==> config.mk <==
export PLATFORM = sky130hd
export DESIGN_NAME = retire_table
export DESIGN_NICKNAME = d
export VERILOG_FILES = /design/src/rtl/rt_pkg.sv /design/src/rtl/rt_entry.sv /design/src/rtl/rt_ptr_ctrl.sv /design/src/rtl/retire_table.sv
export SDC_FILE = /design/constraint.sdc
export NUM_CORES = 1
export LEC_CHECK = 0
export CORE_MARGIN = 8
export CORE_UTILIZATION = 37
export DETAILED_ROUTE_END_ITERATION = 6
export GPL_ROUTABILITY_DRIVEN = 0
export PLACE_DENSITY_LB_ADDON = 0.2
export SLEW_MARGIN = 10
export SYNTH_ARGS = -nofsm -noshare
export SYNTH_HDL_FRONTEND = slang
export SYNTH_SLANG_ARGS = --single-unit
==> constraint.sdc <==
create_clock -name clk_i -period 4.28 [get_ports clk_i]
set_input_delay 0.856 -clock clk_i [delete_from_list [all_inputs] [get_ports clk_i]]
set_output_delay 0.856 -clock clk_i [all_outputs]
set_load 0.02 [all_outputs]
==> src/rtl/rt_pkg.sv <==
package rt_pkg;
  parameter int TAG_W = 6;
  parameter int EXC_W = 2;
  parameter int WB_W  = 3;
  parameter int N_BUS = 2;
  parameter int N_OPS = 2;

  typedef struct packed {
    logic [TAG_W-1:0] tag1;
    logic [TAG_W-1:0] tag0;
    logic             has_wb;
    logic [WB_W-1:0]  wb_id;
  } alloc_t;
endpackage

==> src/rtl/rt_entry.sv <==
module rt_entry import rt_pkg::*; (
  input  logic                         clk_i,
  input  logic                         rst_ni,
  input  logic                         alloc_en_i,
  input  alloc_t                       alloc_i,
  input  logic                         clr_i,
  input  logic                         br_set_i,
  input  logic [N_BUS-1:0]             dist_valid_i,
  input  logic [N_BUS-1:0][TAG_W-1:0]  dist_tag_i,
  input  logic [N_BUS-1:0][EXC_W-1:0]  dist_exc_i,
  output logic                         done_o,
  output logic [EXC_W-1:0]             exc_o,
  output logic                         has_wb_o,
  output logic [WB_W-1:0]              wb_id_o
);
  logic                        valid_q;
  logic [N_OPS-1:0]            rdy_q;
  logic [N_OPS-1:0][TAG_W-1:0] tag_q;
  logic [EXC_W-1:0]            exc_q;
  logic                        has_wb_q;
  logic [WB_W-1:0]             wb_q;

  logic [N_OPS-1:0] hit;
  logic [EXC_W-1:0] exc_in;

  always_comb begin
    exc_in = '0;
    for (int o = 0; o < N_OPS; o++) begin
      hit[o] = 1'b0;
      for (int b = 0; b < N_BUS; b++) begin
        if (valid_q && !rdy_q[o] && dist_valid_i[b] && dist_tag_i[b] == tag_q[o]) begin
          hit[o] = 1'b1;
          exc_in = exc_in | dist_exc_i[b];
        end
      end
    end
  end

  always_ff @(posedge clk_i or negedge rst_ni) begin
    if (!rst_ni) begin
      valid_q  <= 1'b0;
      rdy_q    <= '0;
      tag_q    <= '0;
      exc_q    <= '0;
      has_wb_q <= 1'b0;
      wb_q     <= '0;
    end else if (clr_i) begin
      valid_q <= 1'b0;
      rdy_q   <= '0;
      exc_q   <= '0;
    end else if (alloc_en_i) begin
      valid_q  <= 1'b1;
      rdy_q    <= '0;
      exc_q    <= '0;
      tag_q    <= {alloc_i.tag1, alloc_i.tag0};
      has_wb_q <= alloc_i.has_wb;
      wb_q     <= alloc_i.wb_id;
    end else if (valid_q) begin
      rdy_q    <= rdy_q | hit | {{(N_OPS-1){1'b0}}, br_set_i};
      exc_q    <= exc_q | exc_in;
    end
  end

  assign done_o   = valid_q & (&rdy_q);
  assign exc_o    = exc_q;
  assign has_wb_o = has_wb_q;
  assign wb_id_o  = wb_q;

  assert_br_ready_R7: assert property (@(posedge clk_i) disable iff (!rst_ni)
    br_set_i && valid_q && !clr_i |=> rdy_q[0]);

  assert_ready_sticky_R3: assert property (@(posedge clk_i) disable iff (!rst_ni)
    valid_q && rdy_q[1] && !clr_i && !alloc_en_i |=> rdy_q[1] && valid_q);
endmodule

==> src/rtl/rt_ptr_ctrl.sv <==
module rt_ptr_ctrl #(
  parameter int DEPTH = 8,
  localparam int IW = $clog2(DEPTH),
  localparam int CW = $clog2(DEPTH + 1)
) (
  input  logic          clk_i,
  input  logic          rst_ni,
  input  logic          alloc_i,
  input  logic          retire_i,
  input  logic          flush_all_i,
  input  logic          miss_i,
  input  logic [IW-1:0] miss_idx_i,
  output logic [IW-1:0] head_o,
  output logic [IW-1:0] tail_o,
  output logic [CW-1:0] count_o
);
  logic [IW-1:0] head_q, tail_q, head_d, tail_d;
  logic [CW-1:0] cnt_q, cnt_d;
  logic [IW-1:0] br_off;

  assign br_off = miss_idx_i - head_q;

  always_comb begin
    head_d = head_q;
    tail_d = tail_q;
    cnt_d  = cnt_q;
    if (flush_all_i) begin
      head_d = '0;
      tail_d = '0;
      cnt_d  = '0;
    end else if (miss_i) begin
      head_d = head_q + IW'(retire_i);
      tail_d = miss_idx_i + IW'(1);
      cnt_d  = CW'(br_off) + CW'(1) - CW'(retire_i);
    end else begin
      head_d = head_q + IW'(retire_i);
      tail_d = tail_q + IW'(alloc_i);
      cnt_d  = cnt_q + CW'(alloc_i) - CW'(retire_i);
    end
  end

  always_ff @(posedge clk_i or negedge rst_ni) begin
    if (!rst_ni) begin
      head_q <= '0;
      tail_q <= '0;
      cnt_q  <= '0;
    end else begin
      head_q <= head_d;
      tail_q <= tail_d;
      cnt_q  <= cnt_d;
    end
  end

  assign head_o  = head_q;
  assign tail_o  = tail_q;
  assign count_o = cnt_q;

  assert_count_bound_R2: assert property (@(posedge clk_i) disable iff (!rst_ni)
    cnt_q <= CW'(DEPTH));
endmodule

==> src/rtl/retire_table.sv <==
module retire_table import rt_pkg::*; #(
  parameter int DEPTH = 8,
  localparam int IW = $clog2(DEPTH),
  localparam int CW = $clog2(DEPTH + 1)
) (
  input  logic                   clk_i,
  input  logic                   rst_ni,
  input  logic                   alloc_valid_i,
  input  logic [TAG_W-1:0]       alloc_tag0_i,
  input  logic [TAG_W-1:0]       alloc_tag1_i,
  input  logic                   alloc_has_wb_i,
  input  logic [WB_W-1:0]        alloc_wb_id_i,
  output logic                   alloc_ready_o,
  output logic [IW-1:0]          alloc_idx_o,
  input  logic [N_BUS-1:0]       dist_valid_i,
  input  logic [N_BUS*TAG_W-1:0] dist_tag_i,
  input  logic [N_BUS*EXC_W-1:0] dist_exc_i,
  input  logic                   br_ok_i,
  input  logic                   br_miss_i,
  input  logic [IW-1:0]          br_idx_i,
  input  logic                   rel_ready_i,
  output logic                   rel_valid_o,
  output logic [WB_W-1:0]        rel_wb_id_o,
  output logic                   retire_o,
  output logic                   trap_o,
  output logic [EXC_W-1:0]       trap_exc_o
);
  logic [IW-1:0] head, tail;
  logic [CW-1:0] count;
  logic          full, alloc_fire, head_done, head_exc;
  logic [CW-1:0] younger;
  alloc_t        req;

  logic [N_BUS-1:0][TAG_W-1:0] dtag;
  logic [N_BUS-1:0][EXC_W-1:0] dexc;
  logic [DEPTH-1:0]            e_done, e_has_wb;
  logic [DEPTH-1:0][EXC_W-1:0] e_exc;
  logic [DEPTH-1:0][WB_W-1:0]  e_wb;

  assign dtag = dist_tag_i;
  assign dexc = dist_exc_i;
  assign req  = '{tag1: alloc_tag1_i, tag0: alloc_tag0_i,
                  has_wb: alloc_has_wb_i, wb_id: alloc_wb_id_i};

  assign head_done   = e_done[head];
  assign head_exc    = |e_exc[head];
  assign trap_o      = head_done & head_exc;
  assign trap_exc_o  = e_exc[head];
  assign rel_valid_o = head_done & ~head_exc & e_has_wb[head];
  assign rel_wb_id_o = e_wb[head];
  assign retire_o    = head_done & ~head_exc & (~e_has_wb[head] | rel_ready_i);

  assign full          = (count == CW'(DEPTH));
  assign alloc_ready_o = ~full;
  assign alloc_idx_o   = tail;
  assign alloc_fire    = alloc_valid_i & ~full & ~trap_o & ~br_miss_i;
  // entries strictly after the branch, up to the current tail
  assign younger       = count - CW'(IW'(br_idx_i - head)) - CW'(1);

  rt_ptr_ctrl #(.DEPTH(DEPTH)) u_ptr (
    .clk_i       (clk_i),
    .rst_ni      (rst_ni),
    .alloc_i     (alloc_fire),
    .retire_i    (retire_o),
    .flush_all_i (trap_o),
    .miss_i      (br_miss_i),
    .miss_idx_i  (br_idx_i),
    .head_o      (head),
    .tail_o      (tail),
    .count_o     (count)
  );

  for (genvar i = 0; i < DEPTH; i++) begin : g_ent
    logic [IW-1:0] off;
    logic          kill, clr, alloc_en, br_set;
    assign off      = IW'(i) - br_idx_i;
    assign kill     = br_miss_i & (off != '0) & (CW'(off) <= younger);
    assign clr      = trap_o | kill | (retire_o & (head == IW'(i)));
    assign alloc_en = alloc_fire & (tail == IW'(i));
    assign br_set   = (br_ok_i | br_miss_i) & (br_idx_i == IW'(i));

    rt_entry u_ent (
      .clk_i        (clk_i),
      .rst_ni       (rst_ni),
      .alloc_en_i   (alloc_en),
      .alloc_i      (req),
      .clr_i        (clr),
      .br_set_i     (br_set),
      .dist_valid_i (dist_valid_i),
      .dist_tag_i   (dtag),
      .dist_exc_i   (dexc),
      .done_o       (e_done[i]),
      .exc_o        (e_exc[i]),
      .has_wb_o     (e_has_wb[i]),
      .wb_id_o      (e_wb[i])
    );
  end

  assert_full_blocks_R2: assert property (@(posedge clk_i) disable iff (!rst_ni)
    !alloc_ready_o && !retire_o && !trap_o && !br_miss_i |=> !alloc_ready_o);

  assert_one_exit_R4: assert property (@(posedge clk_i) disable iff (!rst_ni)
    $onehot0({retire_o, trap_o}));

  assert_rel_hold_R5: assert property (@(posedge clk_i) disable iff (!rst_ni)
    rel_valid_o && !rel_ready_i |-> !retire_o);

  assert_trap_empties_R6: assert property (@(posedge clk_i) disable iff (!rst_ni)
    trap_o |=> alloc_idx_o == '0 && alloc_ready_o && !retire_o && !trap_o);

  assert_miss_tail_R8: assert property (@(posedge clk_i) disable iff (!rst_ni)
    br_miss_i && !trap_o |=> alloc_idx_o == IW'($past(br_idx_i) + IW'(1)));
endmodule

# ---- After elaboration in Yosys (flattened, before gate mapping)
# Cells that the tools add are included.
dict set report op_classes {
  addsub 18
  mul 0
  div 0
  order_cmp 9
  eq_ne 54
  shift 0
  n_mux 141
  bitwise 134
  n_reduce_logical 140
}
# op n
set ops {}
lappend ops {{$eq A6 B6 Y1} 32}
lappend ops {{$mux W2} 81}
lappend ops {{$logic_and A1 B1 Y1} 80}
lappend ops {{$or A2 B2 Y2} 40}
lappend ops {{$and A1 B1 Y1} 55}
lappend ops {{$mux W1} 50}
lappend ops {{$reduce_bool A3 Y1} 16}
lappend ops {{$eq A3 B3 Y1 const B} 12}
lappend ops {{$le A3 B4 Y1} 8}
lappend ops {{$reduce_and A2 Y1} 16}
lappend ops {{$eq A3 B2 Y1 const B} 6}
lappend ops {{$or A1 B1 Y1} 18}
lappend ops {{$logic_not A1 Y1} 16}
lappend ops {{$or A2 B1 Y2} 8}
lappend ops {{$reduce_bool A2 Y1} 8}
lappend ops {{$not A1 Y1} 13}
lappend ops {{$mux W3} 4}
lappend ops {{$sub A3 B3 Y3 const A} 4}
lappend ops {{$bmux W3 S3} 1}
lappend ops {{$eq A3 B1 Y1 const B} 3}
lappend ops {{$logic_not A3 Y1} 3}
lappend ops {{$mux W4} 2}
lappend ops {{$sub A4 B1 Y4} 2}
lappend ops {{$add A3 B1 Y3} 2}
lappend ops {{13 further kinds} 16}
dict set report word_totals {
  register_bits 178
  latchBits 0
  ram_bits 0
  rom_bits 0
  input_bits 43
  output_inout_bits 12
  n_memories 0
}

# ---- Longest topological paths before layout
# Gate-level depths: netlist of the first run.
dict set report logic_depth {
  ltp_word 15
  mapped_depth 16
}

# ---- Hierarchy
# From an unflattened synthesis of the first run, not the netlist that was laid out.
dict set report hier_totals {
  hier_cells 1015
  hier_area_um2 11454.7
}
# mod n_inst cells_per_inst area_per_inst_um2
set by_module_without_submodules {}
lappend by_module_without_submodules {rt_entry 8 95 1138.6}
lappend by_module_without_submodules {retire_table 1 189 1635.3}
lappend by_module_without_submodules {rt_ptr_ctrl 1 66 710.7}

# ---- Worst setup path after synthesis of the first run
# No wires, ideal clock.
dict set report synth_timing {
  path_kind {input to register}
  startpoint {in br_idx_i[0]}
  endpoint {reg g_ent[6].u_ent.rdy_q[1]}
  setup_time_ps 82
  arrival_ps 4148
  required_ps 4198
  setup_slack_ps 50
  cell_stages 12
  n_path_buf 0
  path_cell_list {inv_1 -> ha_1 -> inv_1 -> fa_1 -> inv_1 -> fa_1 -> xnor2_1 -> ha_1 -> and3_1 -> o311ai_0 -> or3b_2 -> a31oi_1}
}
dict set report synth_between {
  elab_chain_len 8
  elab_cells_between_ends 12
}
# element line
set synth_lines {}
lappend synth_lines {{start: declaration} retire_table.sv:20} ;# input logic [IW-1:0] br_idx_i,
lappend synth_lines {{$sub A3 B3 Y3} retire_table.sv:58} ;# assign younger = count - CW'(IW'(br_idx_i - head)) - CW'(1);
lappend synth_lines {{$sub A4 B3 Y4} retire_table.sv:58}
lappend synth_lines {{$sub A4 B1 Y4} retire_table.sv:58}
lappend synth_lines {{$le A3 B4 Y1} retire_table.sv:77} ;# assign kill = br_miss_i & (off != '0) & (CW'(off) <= younger);
lappend synth_lines {{$and A1 B1 Y1 (*)} retire_table.sv:77}
lappend synth_lines {{$or A1 B1 Y1 (*) (2 in a row)} retire_table.sv:78} ;# assign clr = trap_o | kill | (retire_o & (head == IW'(i)));
lappend synth_lines {{$reduce_bool A3 Y1 (no line) / $mux W2 (equally long branches)} --}
lappend synth_lines {{end signal: assignment} rt_entry.sv:59} ;# rdy_q <= rdy_q | hit | {{(N_OPS-1){1'b0}}, br_set_i};
lappend synth_lines {{end: declaration} rt_entry.sv:17} ;# logic [N_OPS-1:0] rdy_q;
# Mark *: on every way between the ends. The rest lies on a longest branch, timed or not.
# A chain may end at the register's enable or synchronous reset.

# ---- Final worst setup path of the first run
dict set report layout_timing {
  startpoint {reg u_ptr.head_q[1] (netlist: u_ptr.head_o[1])}
  endpoint {out retire_o}
}
dict set report layout_between {
  elab_chain_len 6
  elab_cells_between_ends 12
}
# element line
set layout_lines {}
lappend layout_lines {{start: declaration} rt_ptr_ctrl.sv:17} ;# logic [IW-1:0] head_q, tail_q, head_d, tail_d;
lappend layout_lines {{start signal: assignment} rt_ptr_ctrl.sv:44} ;# head_q <= '0;
lappend layout_lines {{start signal: assignment} rt_ptr_ctrl.sv:48} ;# head_q <= head_d;
lappend layout_lines {{$bmux W2 S3} retire_table.sv:46} ;# assign head_exc = |e_exc[head];
lappend layout_lines {{$mux W2 (implied by the code)} retire_table.sv:46}
lappend layout_lines {{$reduce_or A2 Y1} retire_table.sv:46}
lappend layout_lines {{$not A1 Y1} retire_table.sv:51} ;# assign retire_o = head_done & ~head_exc & (~e_has_wb[head] | rel_ready_i);
lappend layout_lines {{$and A1 B1 Y1} retire_table.sv:51}
lappend layout_lines {{$and A1 B1 Y1 (*)} retire_table.sv:51}
lappend layout_lines {{end: declaration} retire_table.sv:24} ;# output logic retire_o,
# Mark *: on every way between the ends. The rest lies on a longest branch, timed or not. The select of a mux whose other input is x is not followed.

==> results of run 1 <==
[cells in the final DEF, fill, tap and decap left out, drive strengths merged, types with 17 or more instances in the layout]
cell type      count
buf               56
ha                46
inv               46
xnor2             74
a21oi             22
nor2              55
mux2             131
clkdlybuf4s50     53
dfrtp            178
xor2             126
a221oi            17
clkbuf            17
nand2             43
nand3             29
nor3              67
nand4             32
[stage by stage]
step | worst slack (ns) | hold WS, ns | power, W | setup TNS, ns | util, %
6_report | 0.168 | 0.445 | 0.00912 | 0 | 43.6
5_1_grt | -0.00226 | 0.503 | 0.00981 | -0.00226 | 43.6
4_1_cts | 0.00434 | 0.481 | 0.00913 | 0 | 43.5
3_5_place_dp | -0.460 | 0.480 | 0.00749 | -7.35 | 41.5
3_3_place_gp | -0.406 | 0.471 | 0.00738 | -6.02 | 41.5
2_1_floorplan | 0.0497 | 0.453 | 0.00603 | 0 | -
[cells in the mapped netlist (9+ instances only)]
cell type / number / area (sq um)
nand2b_1: 10 / 62.6
a31oi_1: 14 / 87.6
clkbuf_1: 19 / 71.3
buf_2: 10 / 50.1
ha_1: 46 / 576
inv_1: 37 / 139
a221oi_1: 17 / 149
xnor2_1: 74 / 648
nand2_1: 43 / 161
buf_1: 9 / 33.8
xor2_1: 126 / 1100
nand4_1: 32 / 200
nand3_1: 29 / 145
nor2_1: 55 / 206
nor3_1: 63 / 315
buf_6: 13 / 146
nor2b_1: 9 / 56.3
dfrtp_1: 178 / 4450
a21oi_1: 22 / 110
mux2i_1: 10 / 100
o21ai_0: 10 / 50.1
mux2_2: 129 / 1450
[final timing paths]
path / endpoint / slack [ns] / cells past startpoint
worst max register to register: g_ent[4].u_ent.rdy_q[1] / 0.52 / 13
worst min-delay path: g_ent[7].u_ent.tag_q[4] / 0.44 / 1
worst min register to register: g_ent[0].u_ent.wb_id_o[2] / 0.50 / 1
min in group clk_i: g_ent[0].u_ent.wb_id_o[2] / 0.50 / 1
worst max-delay path: retire_o / 0.17 / 8
max in group asynchronous: u_ptr.head_o[1] / 2.81 / 2
[metal layers]
layer | vias to the layer above | share of wire (%) | track usage [%]
met5 | - | 0 | 0
met4 | 0 | 2.0 | 5.38
met3 | 35 | 5.0 | 3.00
li1 | 3768 | - | -
met1 | 4127 | 46 | 25.9
met2 | 226 | 47 | 30.5
[power by group]
group / total, W / internal (W) / switching (W)
Clock: 0.00161 / 0.000799 / 0.000812
Sequential: 0.00305 / 0.00234 / 0.000705
Combinational: 0.00446 / 0.00227 / 0.00219
[registers in the layout (all words and copies together) (netlist names)]
| register | flops |
|---|---|
| u_ptr.tail_o | 3 |
| g_ent.u_ent.valid_q | 8 |
| g_ent.u_ent.exc_o | 16 |
| g_ent.u_ent.has_wb_o | 8 |
| g_ent.u_ent.rdy_q | 16 |
| g_ent.u_ent.tag_q | 96 |
| u_ptr.count_o | 4 |
| g_ent.u_ent.wb_id_o | 24 |
| u_ptr.head_o | 3 |
[worst max-delay path, stage by stage, from the launching register on]
cell and delay [ns]:
dfrtp_2 0.49, buf_6 0.22, mux2i_2 0.32, a221oi_1 0.17, o21ai_2 0.11, inv_1 0.08, or4_1 0.61, inv_1 0.18
clkdlybuf4s50_1 0.63
[final cells by class]
cell class	instances	area share, %
multi-input combinational	762	48.3
timing repair buffer	109	7.53
tap	390	3.78
clock inverter	15	1.42
sequential	178	34.6
clock buffer	17	3.30
inverter	37	1.08
[logic make-up after synthesis]
group | Yosys count | synth area share (%)
simple gates | 273 | 12.7
xor+xnor | 200 | 15.8
flops | 178 | 40.2
mux | 149 | 15.8
compound gates | 91 | 5.64
buf+inv | 90 | 4.11
fa+ha+maj | 49 | 5.74
[timing repair]
action | in CTS | in global routing
hold buffers | 0 | 0
endpoints found under the setup margin | 1 | 14
gates resized for setup | 1 | 9
==> results.py, run 1 <==
metrics = {
    "global_routing": {
        "grt_max_degree": 78,
        "first_pass_grt_wire_length_mm": 51.9,
        "grt_usage_pct": 18.9,
        "grt_pass1_vias": 8492,
        "grt_remaining_overflow": 0,
        "grt_antenna_before_repair": 0,
    },
    "worst_setup_path": {
        "r2r_path_start": "u_ptr.head_o[0]",
        "critPathMaxFanout": 13,
        "worst-setup-path-type": "reg -> out",
        "startpoint_type": "flip-flop",
        "setup.worst_path.end_class": "primary output",
        "crit_arrival_ns": 3.26,
        "cp.required_ns": 3.42,
        "timing.critical_path.from": "u_ptr.head_o[1]",
    },
    "yosys": {
        "syn_area_per_cell_sq_um": 10.8,
        "synth-edff-count": 0,
        "synth_seq_area_share_pct": 40.2,
        "synthArstFlopShare_pct": 100,
        "synth.lib_cells_used.distinct": 49,
        "synth.cell_area_sq_um": 11100,
        "synth_warnings": 0,
        "synth_top_flop_cell": "dfrtp_1",
        "postSynthRegisterBits": 178,
        "synth_nets": 1122,
        "syn-instance-count": 1030,
    },
    "routing": {
        "first_pass_iters": 5,
        "first_iter_violations": 574,
        "wl_per_cell_microns": 22.1,
        "drcViolationCount": 0,
        "dr_total_vias": 8156,
        "finalWirelength_mm": 33.3,
        "vias_per_cell": 5.41,
        "drt.antenna.violating_nets": 0,
    },
    "die": {
        "chipHeight_microns": 189,
        "core_sq_um": 29600,
        "die_w_microns": 189,
        "floorplan.initialDensity_pct": 37.5,
        "design.portCount": 55,
        "design.die.area_sq_um": 35700,
        "core.rowCount": 63,
    },
    "finish": {
        "sequential_cell_area_sq_um": 4460,
        "layout-drive-gt1-share_pct": 22.5,
        "fillCellCount": 2802,
        "finish.instance_area_sq_um": 12900,
        "multi_input_area_sq_um": 6230,
        "final-instance-count-excl-fill": 1508,
        "antenna_cells_inserted": 0,
        "final_nets": 1197,
        "flow.area_growth_from_synthesis_pct": 16.4,
    },
    "sta": {
        "timing.final.crit_share_pct": 96.1,
        "setup_repair_after_global_routing_missed_its_margin": "true",
        "fmax_mhz": 243,
        "worst_pin_slew_ns": 1.01,
        "period_needed_ns": 4.11,
        "worst_slew_margin_rel_pct": 32.5,
        "finalHoldViolations": 0,
        "final-max-slew-violation-count": 0,
        "finClkSkew_ns": 0.0166,
        "setup-violations-final": 0,
    },
    "clock_network": {
        "clock_tree_from_tritoncts": "yes",
        "cts_buffers": 17,
        "post_cts.repair.setup_buffers": 0,
        "ctsLongestPathBuffers": 2,
        "htree_num_levels": 4,
        "cts.sinks": 178,
        "worstSkewPairLatency_ns": 0.44,
        "clock_tree.root_cell": "clkbuf_16",
        "clk_transition_reported_paths_ns": 0.08,
    },
    "power_and_ir_drop": {
        "ir_worst_vdd_v": 0.000272,
        "total_leakage_power_nw": 5.60,
        "pwr_density_cell_nw_per_um2": 707,
    },
    "placement": {
        "dp.final_hpwl_mm": 25.2,
        "port-buffer-count": 54,
        "dp.cells": 1476,
        "detailed_place.area_sq_um": 12300,
    },
    "worst_hold_path": {
        "hold_class": "in -> async",
    },
    "run_status": {
        "run_status": "complete, no violations",
    },
    "run": {
        "maxCapViolCount": 0,
    },
}
Power figures use the tool's default switching activity.
==> inputs of run 2 (changes only) <==
--- a/config.mk
+++ b/config.mk
@@ -5,7 +5,6 @@
 export SDC_FILE = /design/constraint.sdc
 export NUM_CORES = 1
 export LEC_CHECK = 0
-export CORE_MARGIN = 8
 export CORE_UTILIZATION = 37
 export DETAILED_ROUTE_END_ITERATION = 6
 export GPL_ROUTABILITY_DRIVEN = 0
==> run 2 against run 1 <==
Effect of this change:
- critical path depth is 9 higher
- largest power group unchanged
- global-route usage is 1.9 points higher
- clock power down 4%
==> results.py, run 2 (same netlist as run 1, synthesis figures left out) <==
metrics = {
    "die": {
        "floorplan.initialDensity_pct": 38.1,
        "chipHeight_microns": 175,
        "design.portCount": 55,
        "core_sq_um": 29100,
        "die_w_microns": 175,
        "core.rowCount": 62,
        "design.die.area_sq_um": 30600,
    },
    "routing": {
        "finalWirelength_mm": 30.8,
        "drcViolationCount": 0,
        "first_iter_violations": 403,
        "wl_per_cell_microns": 20.6,
        "vias_per_cell": 5.36,
        "drt.antenna.violating_nets": 0,
        "first_pass_iters": 6,
        "dr_total_vias": 8016,
    },
    "global_routing": {
        "use_met3_pct": 2.35,
        "global_route.usage.met1_pct": 28.1,
        "grt_antenna_before_repair": 0,
        "grt_pass1_vias": 8124,
        "grt_remaining_overflow": 0,
        "first_pass_grt_wire_length_mm": 48.1,
        "grt_max_usage_layer": "met2",
        "grt_usage_pct": 20.8,
        "grt_max_degree": 82,
        "grtUsageMet2_pct": 34.3,
    },
    "sta": {
        "period_needed_ns": 4.14,
        "setup-violations-final": 0,
        "fmax_mhz": 242,
        "worst_slew_margin_rel_pct": 24.8,
        "setup_repair_after_global_routing_missed_its_margin": "false",
        "finClkSkew_ns": 0.0171,
        "finalHoldViolations": 0,
        "final-max-slew-violation-count": 0,
        "timing.final.crit_share_pct": 96.7,
        "pnr_worst_setup_slack_ns": 0.140,
        "worst_pin_slew_ns": 1.12,
    },
    "finish": {
        "final_nets": 1189,
        "layout-drive-gt1-share_pct": 21.8,
        "regMostFlops": "g_ent.u_ent.tag_q",
        "fillCellCount": 2784,
        "layout_commonest_cell": "dfrtp_1",
        "most_frequent_cells_in_the_layout": "dfrtp_1 (177), mux2_2 (129), xor2_1 (126)",
        "largest_register_ffs": 96,
        "flow.area_growth_from_synthesis_pct": 15.6,
    },
    "placement": {
        "pre_cts_ws_ns": -0.403,
        "dp.final_hpwl_mm": 22.6,
        "port-buffer-count": 54,
    },
    "clock_network": {
        "worstSkewPairLatency_ns": 0.44,
        "clock_tree_from_tritoncts": "yes",
        "cts.sinks": 178,
        "ctsLongestPathBuffers": 2,
        "clk_transition_reported_paths_ns": 0.08,
        "clock_tree.root_cell": "clkbuf_16",
        "post_cts.repair.setup_buffers": 0,
        "cts_buffers": 17,
        "htree_num_levels": 4,
    },
    "worst_setup_path": {
        "critPathMaxFanout": 6,
        "setup.worst_path.end_class": "flip-flop",
        "worst-setup-path-type": "in -> reg",
        "cp.required_ns": 4.64,
        "timing.critical_path.from": "br_idx_i[0]",
        "startpoint_type": "input port",
        "crit_arrival_ns": 4.50,
        "r2r_path_start": "u_ptr.head_o[0]",
    },
    "power_and_ir_drop": {
        "pwr_density_cell_nw_per_um2": 694,
        "total_leakage_power_nw": 5.56,
        "totalPowerFinal_w": 0.00889,
        "ir_worst_vdd_v": 0.000341,
    },
    "run": {
        "maxCapViolCount": 0,
    },
    "run_status": {
        "run_status": "complete, no violations",
    },
    "worst_hold_path": {
        "hold_class": "in -> async",
    },
}
-- run 2: power breakdown --
| part | leakage (nW) | internal, W | switching, W | total (W) |
|---|---|---|---|---|
| sequential | 2.27 | 0.00234 | 0.000662 | 0.00301 |
| clock | 0.271 | 0.000776 | 0.000772 | 0.00155 |
| combinational | 3.03 | 0.00219 | 0.00214 | 0.00434 |
-- run 2: metrics by stage --
step | TNS (ns) | std cells | instance area [sq um] | util [%] | hold slack, ns
detailed placement | -6.66 | 1462 | 12200 | 42.0 | 0.481
global placement | -5.36 | 1462 | 12200 | 42.0 | 0.469
floorplan | 0 | 1030 | 11100 | - | 0.453
CTS | 0 | 1494 | 12800 | 43.9 | 0.478
finish | 0 | 1495 | 12800 | 44.0 | 0.433
global route | 0 | 1494 | 12800 | 44.0 | 0.493
-- run 2: worst paths after layout --
check | endpoint | slack [ns] | depth (start not counted)
worst min register to register | g_ent[0].u_ent.wb_id_o[2] | 0.49 | 1
max in group asynchronous | g_ent[2].u_ent.tag_q[2] | 2.93 | 2
worst max-delay path | g_ent[3].u_ent.rdy_q[1] | 0.14 | 17
min in group clk_i | g_ent[0].u_ent.wb_id_o[2] | 0.49 | 1
worst max register to register | g_ent[3].u_ent.rdy_q[1] | 0.57 | 15
worst min-delay path | g_ent[0].u_ent.wb_id_o[2] | 0.43 | 1
-- run 2: critical path, cell delays in order --
cell,delay [ns]
clkdlybuf4s50_1,0.42
inv_1,0.08
ha_1,0.14
inv_1,0.05
fa_1,0.50
inv_1,0.08
fa_1,0.40
xnor2_1,0.13
buf_4,0.16
buf_4,0.15
ha_1,0.31
a21oi_1,0.14
o22ai_1,0.11
o21ai_2,0.18
buf_4,0.14
or3b_2,0.49
a31oi_1,0.15
-- run 2: layout make-up --
cell class | instances | area (sq um) | area share [%]
clock inverters | 14 | 144 | 1.12
inverters | 37 | 139 | 1.08
flip-flops and latches | 178 | 4460 | 34.8
well taps | 384 | 480 | 3.75
multi-input cells | 762 | 6220 | 48.6
diodes | 1 | 2.50 | 0.0195
repair buffers | 101 | 941 | 7.34
clock buffers | 18 | 429 | 3.35
-- run 2: timing repair --
item / in CTS / in global routing
resized for setup: 0 / 11
hold buffers: 0 / 0
endpoints found under the setup margin: 0 / 11
-- run 2: per-layer routing --
| metal | wire, microns | vias up |
|---|---|---|
| li1 | - | 3756 |
| met1 | 14200 | 4036 |
| met2 | 14900 | 183 |
| met3 | 1060 | 41 |
| met4 | 721 | 0 |
| met5 | 0 | - |
==> inputs of run 3 (changes only) <==
==> constraint.sdc (replaced) <==
create_clock -name clk_i -period 3.4 [get_ports clk_i]
set_input_delay 0.68 -clock clk_i [delete_from_list [all_inputs] [get_ports clk_i]]
set_output_delay 0.68 -clock clk_i [all_outputs]
set_load 0.02 [all_outputs]
==> run 3 against run 2 <==
Effect of this change:
- highest routed layer unchanged
- sequential share of layout area down 1.5 points
- routed wire length up 5.4%
- clock-buffer cell count unchanged
- critical path type is now reg -> out
- non-clock buffer count up 51
- sequential power up 27%
- clock power up 25%
- cell area up 4.6%
==> results.py, run 3 (same netlist as run 1, synthesis figures left out) <==
metrics = {
    "finish": {
        "final-instance-count-excl-fill": 1546,
        "fillCellCount": 2736,
        "flow.area_growth_from_synthesis_pct": 20.9,
        "most_frequent_cells_in_the_layout": "dfrtp_1 (176), mux2_2 (129), xor2_1 (125)",
        "regMostFlops": "g_ent.u_ent.tag_q",
        "layout-drive-gt1-share_pct": 27.9,
        "largest_register_ffs": 96,
        "layout_commonest_cell": "dfrtp_1",
        "final_nets": 1240,
        "finish.instance_area_sq_um": 13400,
    },
    "placement": {
        "detailed_place.area_sq_um": 12600,
        "dp.cells": 1501,
        "port-buffer-count": 54,
        "dp.final_hpwl_mm": 23.8,
    },
    "worst_setup_path": {
        "critical_path.n_buffers_inverters": 6,
        "critPathMaxStageDelay_ns": 0.51,
        "critPathTopFamily": "buffers and inverters",
        "startpoint_type": "flip-flop",
        "critical-path-slowest-cell": "or4_4",
        "setup.worst_path.end_class": "primary output",
        "cp_cell_sequence": "clkbuf_16, buf_4, buf_4, nor4b_4, a221oi_2, o21ai_2, inv_1, or4_4, inv_4, buf_2",
        "cp.required_ns": 2.72,
        "cpMostUsedCell": "buf_4",
        "worst-setup-path-type": "reg -> out",
        "crit_arrival_ns": 2.69,
        "critPathMaxFanout": 6,
    },
    "sta": {
        "setup-violations-final": 0,
        "timing.final.crit_share_pct": 99.0,
        "worst_slew_margin_rel_pct": 25.1,
        "period_needed_ns": 3.37,
        "final-max-slew-violation-count": 0,
        "finClkSkew_ns": 0.0136,
        "fmax_mhz": 297,
        "finalHoldViolations": 0,
        "setup_repair_after_global_routing_missed_its_margin": "true",
        "worst_pin_slew_ns": 1.12,
    },
    "run_status": {
        "run_status": "complete, no violations",
    },
    "global_routing": {
        "use_met3_pct": 2.81,
        "first_pass_grt_wire_length_mm": 50.7,
        "grt_pass1_vias": 8587,
        "grt_remaining_overflow": 0,
        "grt_antenna_before_repair": 0,
        "global_route.usage.met1_pct": 30.0,
        "grtUsageMet2_pct": 36.0,
        "grt_usage_pct": 22.0,
        "grt_max_usage_layer": "met2",
        "grt_max_degree": 79,
    },
    "power_and_ir_drop": {
        "power_switching_share_pct": 39.8,
        "ir_worst_vdd_v": 0.000471,
        "internal_power_w": 0.00733,
        "pwr_density_cell_nw_per_um2": 909,
        "power_frac_seq_pct": 31.2,
        "net-switching-power_w": 0.00486,
        "total_leakage_power_nw": 5.83,
        "power.share.combinational_pct": 52.8,
        "power.share.clock_pct": 15.9,
    },
    "routing": {
        "vias_per_cell": 5.37,
        "first_iter_violations": 628,
        "wl_per_cell_microns": 21.0,
        "drt.antenna.violating_nets": 0,
        "first_pass_iters": 5,
        "drcViolationCount": 0,
        "finalWirelength_mm": 32.5,
        "dr_total_vias": 8300,
    },
    "clock_network": {
        "cts.sinks": 178,
        "clk_transition_reported_paths_ns": 0.08,
        "cts_buffers": 17,
        "clock_tree_from_tritoncts": "yes",
        "holdBufCountCts": 0,
        "ctsLongestPathBuffers": 2,
        "clock_tree.root_cell": "clkbuf_16",
        "worstSkewPairLatency_ns": 0.44,
        "htree_num_levels": 4,
    },
    "run": {
        "maxCapViolCount": 0,
    },
    "die": {
        "floorplan.initialDensity_pct": 38.1,
        "die_w_microns": 175,
        "core.rowCount": 62,
        "design.die.area_sq_um": 30600,
        "core_sq_um": 29100,
        "design.portCount": 55,
        "chipHeight_microns": 175,
    },
    "worst_hold_path": {
        "hold_class": "in -> async",
    },
}
-- run 3: worst paths after layout --
kind | to | slack [ns] | startpoint | cells after the start
worst max-delay path | retire_o | 0.03 | u_ptr.head_o[1] | 10
worst min-delay path | g_ent[3].u_ent.tag_q[3] | 0.27 | rst_ni | 1
worst max register to register | u_ptr.count_o[2] | 0.09 | u_ptr.head_o[1] | 17
worst min register to register | g_ent[0].u_ent.wb_id_o[2] | 0.50 | g_ent[0].u_ent.wb_id_o[2] | 1
max in group asynchronous | u_ptr.head_o[1] | 2.33 | rst_ni | 2
min in group clk_i | g_ent[0].u_ent.wb_id_o[2] | 0.50 | g_ent[0].u_ent.wb_id_o[2] | 1
-- run 3: layer usage --
metal | vias up | routed length [microns]
li1 | 3854 | -
met5 | - | 0
met2 | 176 | 15500
met1 | 4232 | 15200
met3 | 38 | 1100
met4 | 0 | 663
-- run 3: final cells by class --
cell class | instances | area (sq um) | share of cell area [%]
Antenna cell | 1 | 2.50 | 0.0187
Clock buffer | 18 | 439 | 3.28
Clock inverter | 14 | 123 | 0.915
Inverter | 37 | 145 | 1.08
Multi-Input combinational cell | 762 | 6420 | 47.9
Sequential cell | 178 | 4460 | 33.3
Tap cell | 384 | 480 | 3.59
Timing Repair Buffer | 152 | 1330 | 9.95
-- run 3: what timing repair did --
action	4_1_cts	5_1_grt
pin swaps	8	9
setup buffers	0	11
gates cloned	0	1
resized for setup	23	21
endpoints found under the setup margin	39	39
-- run 3: metrics by stage --
stage          hold slack [ns]  util (%)  setup WS [ns]  setup TNS, ns  power (W)
2_1_floorplan            0.384         -        -0.0807         -0.565    0.00783
3_3_place_gp             0.474      43.2         -0.762         -24.66    0.00959
3_5_place_dp             0.475      43.2         -0.797         -25.74    0.00974
4_1_cts                  0.306      45.3        0.00317              0     0.0118
5_1_grt                  0.313      46.1        -0.0563         -0.405     0.0131
6_report                 0.271      46.1         0.0333              0     0.0122
-- run 3: power groups by stage --
stage                     combinational, W  sequential [W]  clock, W
final                              0.00644         0.00381   0.00194
after global routing               0.00708         0.00395   0.00206
after CTS                          0.00606         0.00380   0.00197
after detailed placement           0.00591         0.00383         0
after global placement             0.00578         0.00381         0
after floorplan                    0.00418         0.00365         0
